**config.mk**
```make
export PLATFORM = sky130hd
export DESIGN_NAME = tdm_slot_rx
export DESIGN_NICKNAME = d
export VERILOG_FILES = /design/src/rtl/tdm_rx_pkg.sv /design/src/rtl/rx_strobe_sel.sv /design/src/rtl/rx_word_shifter.sv /design/src/rtl/rx_hold_reg.sv /design/src/rtl/tdm_slot_rx.sv
export SDC_FILE = /design/constraint.sdc
export NUM_CORES = 1
export LEC_CHECK = 0
export BUFFER_PORTS_ARGS = -buffer_cell sky130_fd_sc_hd__buf_2
export CORE_UTILIZATION = 50
export DETAILED_ROUTE_END_ITERATION = 7
export PLACE_DENSITY_LB_ADDON = 0.08
export REMOVE_ABC_BUFFERS = 1
export SETUP_SLACK_MARGIN = 0.5
export SYNTH_ARGS = -nofsm -noshare
export SYNTH_HDL_FRONTEND = slang
export SYNTH_SLANG_ARGS = --single-unit
```
**constraint.sdc**
```tcl
create_clock -name clk_i -period 5.7 [get_ports clk_i]
set_input_delay 1.425 -clock clk_i [delete_from_list [all_inputs] [get_ports clk_i]]
set_output_delay 1.425 -clock clk_i [all_outputs]
set_load 0.02 [all_outputs]
```
**src/rtl/tdm_rx_pkg.sv**
```systemverilog
package tdm_rx_pkg;
  localparam int WORD_W = 32;
  localparam int DATA_W = 24;
  localparam int SLOTS  = 32;
  localparam int SLOT_W = $clog2(SLOTS);
  localparam int CNT_W  = $clog2(WORD_W + 1);

  typedef enum logic [2:0] {
    WL_8       = 3'b000,
    WL_12      = 3'b001,
    WL_16      = 3'b010,
    WL_24      = 3'b011,
    WL_32_HEAD = 3'b100,
    WL_32_TAIL = 3'b101,
    WL_RSV6    = 3'b110,
    WL_RSV7    = 3'b111
  } wl_code_e;

  function automatic logic [CNT_W-1:0] wl_bits(input logic [2:0] code);
    case (wl_code_e'(code))
      WL_8:       wl_bits = CNT_W'(8);
      WL_12:      wl_bits = CNT_W'(12);
      WL_16:      wl_bits = CNT_W'(16);
      WL_32_HEAD: wl_bits = CNT_W'(32);
      WL_32_TAIL: wl_bits = CNT_W'(32);
      default:    wl_bits = CNT_W'(24);
    endcase
  endfunction

  // right-justified word -> holding register layout
  function automatic logic [DATA_W-1:0] align_word(input logic [WORD_W-1:0] w,
                                                   input logic [2:0] code,
                                                   input logic a15);
    case (wl_code_e'(code))
      WL_8:       align_word = a15 ? {8'h00, w[7:0], 8'h00}  : {w[7:0], 16'h0000};
      WL_12:      align_word = a15 ? {8'h00, w[11:0], 4'h0}  : {w[11:0], 12'h000};
      WL_16:      align_word = a15 ? {8'h00, w[15:0]}        : {w[15:0], 8'h00};
      WL_32_HEAD: align_word = w[31:8];
      default:    align_word = w[23:0];
    endcase
  endfunction
endpackage

```
**src/rtl/rx_strobe_sel.sv**
```systemverilog
module rx_strobe_sel (
  input  logic sync_mode_i,
  input  logic ckp_i,
  input  logic tx_rise_i,
  input  logic tx_fall_i,
  input  logic tx_slot_i,
  input  logic tx_frame_i,
  input  logic rx_rise_i,
  input  logic rx_fall_i,
  input  logic rx_slot_i,
  input  logic rx_frame_i,
  output logic sample_o,
  output logic slot_o,
  output logic frame_o
);
  logic rise_s, fall_s;

  always_comb begin
    rise_s   = sync_mode_i ? tx_rise_i  : rx_rise_i;
    fall_s   = sync_mode_i ? tx_fall_i  : rx_fall_i;
    slot_o   = sync_mode_i ? tx_slot_i  : rx_slot_i;
    frame_o  = sync_mode_i ? tx_frame_i : rx_frame_i;
    // capture on the edge opposite the launch edge
    sample_o = ckp_i ? rise_s : fall_s;
  end
endmodule

```
**src/rtl/rx_word_shifter.sv**
```systemverilog
module rx_word_shifter
  import tdm_rx_pkg::*;
#(
  parameter int W_W  = WORD_W,
  parameter int S_W  = SLOT_W,
  localparam int C_W = $clog2(W_W + 1)
) (
  input  logic           clk_i,
  input  logic           rst_ni,
  input  logic           sample_i,
  input  logic           slot_i,
  input  logic           frame_i,
  input  logic           bit_i,
  input  logic [2:0]     wl_i,
  input  logic           lsb_first_i,
  output logic           done_o,
  output logic [W_W-1:0] word_o,
  output logic [S_W-1:0] slot_idx_o
);
  logic [W_W-1:0] shreg_q, shreg_n, base_s, word_q;
  logic [C_W-1:0] cnt_q, cnt_n, len_s;
  logic [S_W-1:0] idx_q, idx_n, done_idx_q;
  logic           active_q, done_q;
  logic           start_s, take_s, last_s;

  always_comb begin
    len_s   = C_W'(wl_bits(wl_i));
    start_s = sample_i & (slot_i | frame_i);
    take_s  = sample_i & (start_s | active_q);
    base_s  = start_s ? '0 : shreg_q;
    shreg_n = lsb_first_i ? {bit_i, base_s[W_W-1:1]} : {base_s[W_W-2:0], bit_i};
    cnt_n   = start_s ? C_W'(1) : cnt_q + C_W'(1);
    idx_n   = frame_i ? '0 : idx_q + S_W'(1);
    last_s  = take_s && (cnt_n == len_s);
  end

  always_ff @(posedge clk_i or negedge rst_ni) begin
    if (!rst_ni) begin
      shreg_q    <= '0;
      cnt_q      <= '0;
      active_q   <= 1'b0;
      idx_q      <= '0;
      done_q     <= 1'b0;
      word_q     <= '0;
      done_idx_q <= '0;
    end else begin
      done_q <= last_s;
      if (take_s) begin
        shreg_q  <= shreg_n;
        cnt_q    <= cnt_n;
        active_q <= !last_s;
      end
      if (start_s) idx_q <= idx_n;
      if (last_s) begin
        word_q     <= lsb_first_i ? (shreg_n >> (W_W - int'(len_s))) : shreg_n;
        done_idx_q <= start_s ? idx_n : idx_q;
      end
    end
  end

  assign done_o     = done_q;
  assign word_o     = word_q;
  assign slot_idx_o = done_idx_q;


  done_pulse_chk: assert property (@(posedge clk_i) disable iff (!rst_ni)
    done_q |=> !done_q);

  cnt_bound_chk: assert property (@(posedge clk_i) disable iff (!rst_ni)
    cnt_q <= C_W'(W_W));
endmodule

```
**src/rtl/rx_hold_reg.sv**
```systemverilog
module rx_hold_reg
  import tdm_rx_pkg::*;
#(
  parameter int W_W   = WORD_W,
  parameter int D_W   = DATA_W,
  parameter int N_SL  = SLOTS,
  localparam int S_W  = $clog2(N_SL)
) (
  input  logic            clk_i,
  input  logic            rst_ni,
  input  logic            done_i,
  input  logic [W_W-1:0]  word_i,
  input  logic [S_W-1:0]  slot_idx_i,
  input  logic [N_SL-1:0] slot_mask_i,
  input  logic [2:0]      wl_i,
  input  logic            align15_i,
  input  logic            data_rd_i,
  input  logic            stat_rd_i,
  output logic [D_W-1:0]  data_o,
  output logic            full_o,
  output logic            overrun_o
);
  logic [D_W-1:0] data_q;
  logic           full_q, ovr_q, armed_q;
  logic           accept_s, full_eff_s;

  always_comb begin
    accept_s   = done_i & slot_mask_i[slot_idx_i];
    full_eff_s = full_q & ~data_rd_i;
  end

  always_ff @(posedge clk_i or negedge rst_ni) begin
    if (!rst_ni) begin
      data_q  <= '0;
      full_q  <= 1'b0;
      ovr_q   <= 1'b0;
      armed_q <= 1'b0;
    end else begin
      if (accept_s && !full_eff_s) begin
        data_q <= D_W'(align_word(word_i, wl_i, align15_i));
        full_q <= 1'b1;
      end else if (data_rd_i) begin
        full_q <= 1'b0;
      end
      if (accept_s && full_eff_s) begin
        ovr_q   <= 1'b1;
        armed_q <= 1'b0;
      end else if (ovr_q && armed_q && data_rd_i) begin
        ovr_q   <= 1'b0;
        armed_q <= 1'b0;
      end else if (ovr_q && stat_rd_i) begin
        armed_q <= 1'b1;
      end
    end
  end

  assign data_o    = data_q;
  assign full_o    = full_q;
  assign overrun_o = ovr_q;


  full_src_chk: assert property (@(posedge clk_i) disable iff (!rst_ni)
    $rose(full_q) |-> $past(done_i));

  masked_quiet_chk: assert property (@(posedge clk_i) disable iff (!rst_ni)
    (done_i && !slot_mask_i[slot_idx_i]) |=> ($stable(ovr_q) && $stable(data_q)));

  keep_old_chk: assert property (@(posedge clk_i) disable iff (!rst_ni)
    (full_q && !data_rd_i) |=> $stable(data_q));

  ovr_needs_full_chk: assert property (@(posedge clk_i) disable iff (!rst_ni)
    $rose(ovr_q) |-> $past(full_q));

  ovr_clear_chk: assert property (@(posedge clk_i) disable iff (!rst_ni)
    $fell(ovr_q) |-> $past(data_rd_i));
endmodule

```
**src/rtl/tdm_slot_rx.sv**
```systemverilog
module tdm_slot_rx
  import tdm_rx_pkg::*;
(
  input  logic              clk_i,
  input  logic              rst_ni,
  input  logic              sync_mode_i,
  input  logic              ckp_i,
  input  logic              tx_rise_i,
  input  logic              tx_fall_i,
  input  logic              tx_slot_i,
  input  logic              tx_frame_i,
  input  logic              rx_rise_i,
  input  logic              rx_fall_i,
  input  logic              rx_slot_i,
  input  logic              rx_frame_i,
  input  logic              sdata_i,
  input  logic [2:0]        wl_i,
  input  logic              align15_i,
  input  logic              lsb_first_i,
  input  logic [SLOTS-1:0]  slot_mask_i,
  input  logic              data_rd_i,
  input  logic              stat_rd_i,
  output logic [DATA_W-1:0] data_o,
  output logic              full_o,
  output logic              overrun_o
);
  logic              sample_s, slot_s, frame_s, done_s;
  logic [WORD_W-1:0] word_s;
  logic [SLOT_W-1:0] idx_s;

  rx_strobe_sel u_sel (
    .sync_mode_i, .ckp_i,
    .tx_rise_i, .tx_fall_i, .tx_slot_i, .tx_frame_i,
    .rx_rise_i, .rx_fall_i, .rx_slot_i, .rx_frame_i,
    .sample_o (sample_s),
    .slot_o   (slot_s),
    .frame_o  (frame_s)
  );

  rx_word_shifter #(.W_W(WORD_W), .S_W(SLOT_W)) u_shift (
    .clk_i, .rst_ni,
    .sample_i    (sample_s),
    .slot_i      (slot_s),
    .frame_i     (frame_s),
    .bit_i       (sdata_i),
    .wl_i, .lsb_first_i,
    .done_o      (done_s),
    .word_o      (word_s),
    .slot_idx_o  (idx_s)
  );

  rx_hold_reg #(.W_W(WORD_W), .D_W(DATA_W), .N_SL(SLOTS)) u_hold (
    .clk_i, .rst_ni,
    .done_i      (done_s),
    .word_i      (word_s),
    .slot_idx_i  (idx_s),
    .slot_mask_i, .wl_i, .align15_i, .data_rd_i, .stat_rd_i,
    .data_o, .full_o, .overrun_o
  );
endmodule

```
==> qor.csv, run 1 <==
metric,value,unit
crit start category,input pin,
final core utilization,57.79,%
layout cells sized above 1,22.11,%
setup bufs post-CTS,0,
Mean Syn Cell Area,9.512,sq um
vias in the first global route,6113,
WL final,21.05,mm
clock sinks,109,
detailed-route DRC error count,0,
largest net degree at the start of global routing,72,
number of library cell types mapped by synthesis,61,
GRT Util Overall,31.01,%
cts hold-fix bufs,0,
post-DP HPWL,15.27,mm
vias,6286,
sequential share of the synthesized area,39.77,%
combined area of the multi-input logic cells,3866,sq um
"Cell Chain, Critical Path","buf_2, nor2b_1, a21o_1, ha_1, a21oi_1, and2_1, buf_4, o22a_1, mux2i_1, a221o_1, mux2_2",
Fin. Hold Viols,0,
Max stage delay on crit path,0.50,ns
Sequential Power Share,44.8,%
Worst slew margin,33.62,%
CTS tree,yes,
crit share post-route,77.24,%
ys flop type,dfrtp_1,
Synth Instances,721,
number of max-cap violations,0,
number of fill cells,1207,
nets@finish,819,
largest area contributor in the netlist,dfrtp_1,
fin. max-slew vios,0,
full die area,14190,sq um
PwrDens,260.8,nW/um^2
"FFs w/ async S/R, synth",100.0,%
IO Pins,78,
internal power,1.348,mW
post-DR wirelength/cell,22.27,um
Switching Fraction,32.74,%
Leak,3.337,nW
synthesized cell area,6858,sq um
Layout area overhead,12.04,%
"Reg clk slew, reported paths",0.08,ns
Die X-Extent,119.1,um
worst setup path class,in -> reg,
status,"finished, final reports clean",
worst-path fanout max,28,
crit path DAT,4.64,ns
Port Buffer Count,77,
via/cell ratio,6.652,
most numerous cell in the Yosys netlist,dfrtp_1,
clock buffer depth,2,
Syn. warnings,0,
unrepaired setup endpoints after global routing,false,
Core Region,13300,sq um
crit path capture type,flop,
peak supply drop,0.1344,mV
largest cells by area after synthesis,"dfrtp_1 40%, mux2_2 6.6%, mux2i_1 5.8%",
post-cts resize count,0,
Final TNS setup,0,ns
top cell type's share of synthesized area,39.77,%
die height,119.1,um
share of total power in combinational logic,22.3,%
final setup vio count,0,
Seq. cell area,2728,sq um
commonest cells in the netlist,"109 x dfrtp_1, 85 x nand2_1, 53 x nor2_1",
Final min period,4.402,ns
CTS HTree Levels,3,
worst hold path type,reg -> reg,
final std cells w/o fill,945,
std cell rows,42,
total grt overflow,0,
Worst Tran Pin Value,0.9921,ns
initial antenna violation count,0,
global-route wire length before repair,33.94,mm
worst skew pair latency,0.35,ns
clock root buffer,clkbuf_16,
Initial Util,51.58,%
Worst Path Required,5.94,ns
1st-iter DRT viols,841,
Clock power frac,33.0,%
clk_skew,0.007599,ns
flop and latch count out of synthesis,109,
CP max stage cell,and2_1,
drt pass-1 iters,6,
P_sw,0.6562,mW
post-route antenna net violation count,0,
Post-synth EDFFs,0,
TritonCTS buffer count,9,
Fmax,0.2271,GHz
placed cell count,929,
GP Congestion,0.9094,
Antenna diodes,0,
metrics by stage:
step	hold WS [ns]	setup slack, ns	total power [mW]	area [sq um]
after floorplan	0.4585	0.9577	1.167	6595
after global placement	0.4669	1.079	1.345	7376
after detailed placement	0.4798	1.028	1.355	7376
after CTS	0.4978	1.389	2.020	7684
after global routing	0.5098	1.136	2.104	7684
final	0.4912	1.298	2.004	7684
worst max-delay path: cells and delay by family:
| kind | cells | cell delay (ns) |
|---|---|---|
| adder cells (fa/ha/maj) | 1 | 0.25 |
| buffers and inverters | 2 | 0.82 |
| AND/OR/NAND/NOR | 2 | 0.66 |
| multiplexers | 2 | 0.37 |
| AO/OA/AOI/OAI | 4 | 1.10 |
final timing paths:
check	from	to	slack, ns	cells after the start
setup / recovery	wl_i[1]	u_shift.word_o[0]	1.30	11
hold / removal	u_hold.data_o[20]	u_hold.data_o[20]	0.49	1
setup reg to reg	u_shift.cnt_q[0]	u_shift.word_o[14]	2.78	7
hold reg to reg	u_hold.data_o[20]	u_hold.data_o[20]	0.49	1
max in group asynchronous	rst_ni	u_shift.shreg_q[21]	3.40	2
min in group asynchronous	rst_ni	u_hold.armed_q	1.14	1
kinds of logic after synthesis:
group	Yosys count	synth area share, %
compound gates	246	25.42
xor+xnor	9	1.149
fa+ha+maj	3	0.5474
buf+inv	71	4.324
flops	109	39.77
mux	98	16.95
simple gates	185	11.84
final cells by class:
type                       count  area share [%]
tap                          176           2.866
clock buffer                   9           2.931
multi-input combinational    541           50.32
inverter                       9          0.4397
sequential                   109           35.50
timing repair buffer          94           6.872
clock inverter                 7           1.075
cell usage in the layout, fill, tap and decap left out, types with 17 or more instances in the layout:
cell type / count
o22ai_1: 18
dfrtp_1: 109
nand2_1: 85
mux2i_1: 40
o21ai_0: 44
mux2_2: 40
a21oi_1: 35
buf_4: 17
nor2_1: 53
o31ai_1: 33
buf_2: 76
power groups by stage:
stage	Sequential, mW	Combinational, mW	Clock (mW)
CTS	0.897	0.445	0.679
global route	0.908	0.489	0.706
finish	0.897	0.446	0.661
global placement	0.908	0.437	0
detailed placement	0.912	0.443	0
floorplan	0.938	0.229	0
flip-flops by register name, indices dropped and copies added, names as in the netlist, 5 cells and up:
name	cells
u_shift.word_o	32
u_shift.slot_idx_o	5
u_hold.data_o	24
u_shift.shreg_q	32
u_shift.cnt_q	6
u_shift.idx_q	5
per-layer routing:
metal	routed length, um	share of wire (%)	GRT usage (%)
met5	0	0	0
met4	684	3.3	12.66
met3	1612	7.7	6.609
met2	9647	46	47.06
met1	9102	43	42.95
Power figures use the tool's default switching activity.
==> run 2, diff against run 1 <==
clock period = 3.5 ns   (was 5.7 ns; I/O delays follow)
==> qor.csv, run 2 (synthesized netlist as in run 1, its figures left out) <==
metric,value,unit,change
clk_skew,0.01008,ns,+0.002477 ns
global-route wire length before repair,34.53,mm,+1.7%
clock root buffer,clkbuf_16,,
nets@finish,869,,+6.1%
total grt overflow,0,,unchanged
worst hold path type,in -> async,,
slack of the critical path,0.5388,ns,-0.7588 ns
worst skew pair latency,0.37,ns,+0.02 ns
Layout area overhead,18.39,%,
peak supply drop,0.2418,mV,+80%
full die area,14190,sq um,unchanged
crit path DAT,3.22,ns,-1.42 ns
P_sw,1.122,mW,+71%
final total power,3.301,mW,+65%
clock sinks,109,,unchanged
via/cell ratio,6.510,,-2.1%
placed cell count,975,,+5.0%
GRT Util Overall,31.66,%,+0.65 points
most frequent cells in the layout,"109 x dfrtp_1, 85 x nand2_1, 76 x buf_2",,
share of total power in combinational logic,23.8,%,+1.5 points
PwrDens,406.6,nW/um^2,+56%
vias in the first global route,6118,,+0.082%
std cell rows,42,,unchanged
worst-path fanout max,9,,-68%
status,"finished, final reports clean",,
Port Buffer Count,77,,unchanged
Leak,3.592,nW,+7.6%
drt pass-1 iters,6,,unchanged
initial antenna violation count,0,,unchanged
clock buffer depth,2,,unchanged
internal power,2.179,mW,+62%
die height,119.1,um,unchanged
design area,8119,sq um,+5.7%
"Reg clk slew, reported paths",0.08,ns,about the same
Fmax,0.3377,GHz,
"worst slack, placed",0.1598,ns,-0.8685 ns
CTS HTree Levels,3,,unchanged
Switching Fraction,34.00,%,+1.3 points
Fin. Hold Viols,0,,unchanged
post-route antenna net violation count,0,,unchanged
layout cells sized above 1,27.59,%,+5.5 points
crit start category,input pin,,
final core utilization,61.07,%,+3.3 points
largest net degree at the start of global routing,57,,-21%
IO Pins,78,,unchanged
Final TNS setup,0,ns,unchanged
final setup vio count,0,,unchanged
GP Congestion,0.9858,,+8.4%
Initial Util,51.58,%,unchanged
1st-iter DRT viols,845,,+0.48%
Die X-Extent,119.1,um,unchanged
Worst slew margin,25.55,%,-8.1 points
post-DP HPWL,16.07,mm,+5.2%
number of max-cap violations,0,,unchanged
detailed-route DRC error count,0,,unchanged
crit path capture type,flop,,
crit share post-route,84.61,%,
TritonCTS buffer count,9,,unchanged
final std cells w/o fill,995,,+5.3%
Worst Hold Margin,0.3687,ns,-0.1225 ns
Final min period,2.961,ns,
Sequential Power Share,44.1,%,-0.7 points
unrepaired setup endpoints after global routing,true,,
Antenna diodes,0,,unchanged
"commonest non-fill, non-tap cell in the layout",dfrtp_1,,
Placed Area,7746,sq um,+5.0%
Clock power frac,32.0,%,-1.0 points
Core Region,13300,sq um,unchanged
vias,6477,,+3.0%
worst setup path class,in -> reg,,
Worst Path Required,3.76,ns,-2.18 ns
Worst Tran Pin Value,1.117,ns,+0.1246 ns
fin. max-slew vios,0,,unchanged
post-DR wirelength/cell,21.62,um,-2.9%
WL final,21.51,mm,+2.2%
CTS tree,yes,,
==> run 2: changes by cell type in the layout (fill, tap and decap cells not counted), sizes merged <==
cell and delta:
buf +50, bufinv -1, clkinv +3, clkinvlp -2
==> run 2: area by class of cell <==
type | count | area [sq um]
sequential | 109 | 2728
inverter | 9 | 33.78
clock buffer | 9 | 225.2
timing repair buffer | 144 | 928.4
tap | 176 | 220.2
clock inverter | 7 | 78.83
multi-input combinational | 541 | 3905
fill | 1181 | 5176
==> run 2: metal layers <==
metal / wire length (um) / vias up / share of wire (%) / global-route usage, %
met2: 9627 / 310 / 45 / 47.20
met5: 0 / - / 0 / 0
li1: - / 2931 / - / -
met4: 738 / 0 / 3.4 / 13.61
met1: 9561 / 3168 / 44 / 45.27
met3: 1587 / 68 / 7.4 / 5.268
==> run 2: worst paths after layout <==
check                           depth (start not counted)            endpoint  slack (ns)             startpoint
worst max-delay path                                   12  u_shift.word_o[21]        0.54                wl_i[2]
min in group clk_i                                      1   u_hold.data_o[20]        0.49      u_hold.data_o[20]
max in group asynchronous                               2  u_shift.word_o[23]        2.40                 rst_ni
worst min register to register                          1   u_hold.data_o[20]        0.49      u_hold.data_o[20]
worst max register to register                          6    u_hold.data_o[9]        0.86  u_shift.slot_idx_o[1]
worst min-delay path                                    1    u_hold.data_o[1]        0.37                 rst_ni
==> run 2: repair_timing <==
action,CTS,global route
endpoints found under the setup margin,0,34
buffers inserted,0,4
resized for setup,0,10
hold buffers,0,0
==> run 2: power groups by stage <==
stage               logic (mW)  clock network [mW]  registers, mW
floorplan                0.373                   0           1.53
global placement         0.758                   0           1.47
detailed placement       0.768                   0           1.48
CTS                      0.771                1.07           1.46
global route             0.855                1.12           1.47
finish                   0.787                1.06           1.46
==> run 2: worst max-delay path, cell delays in order <==
cell and delay (ns):
buf_2 0.12, or3b_1 0.45, ha_1 0.23, a21oi_1 0.19, and2_1 0.18, buf_4 0.18
buf_4 0.14, o22ai_1 0.07, o21ai_1 0.19, o21ai_0 0.17, buf_4 0.18, mux2_2 0.25
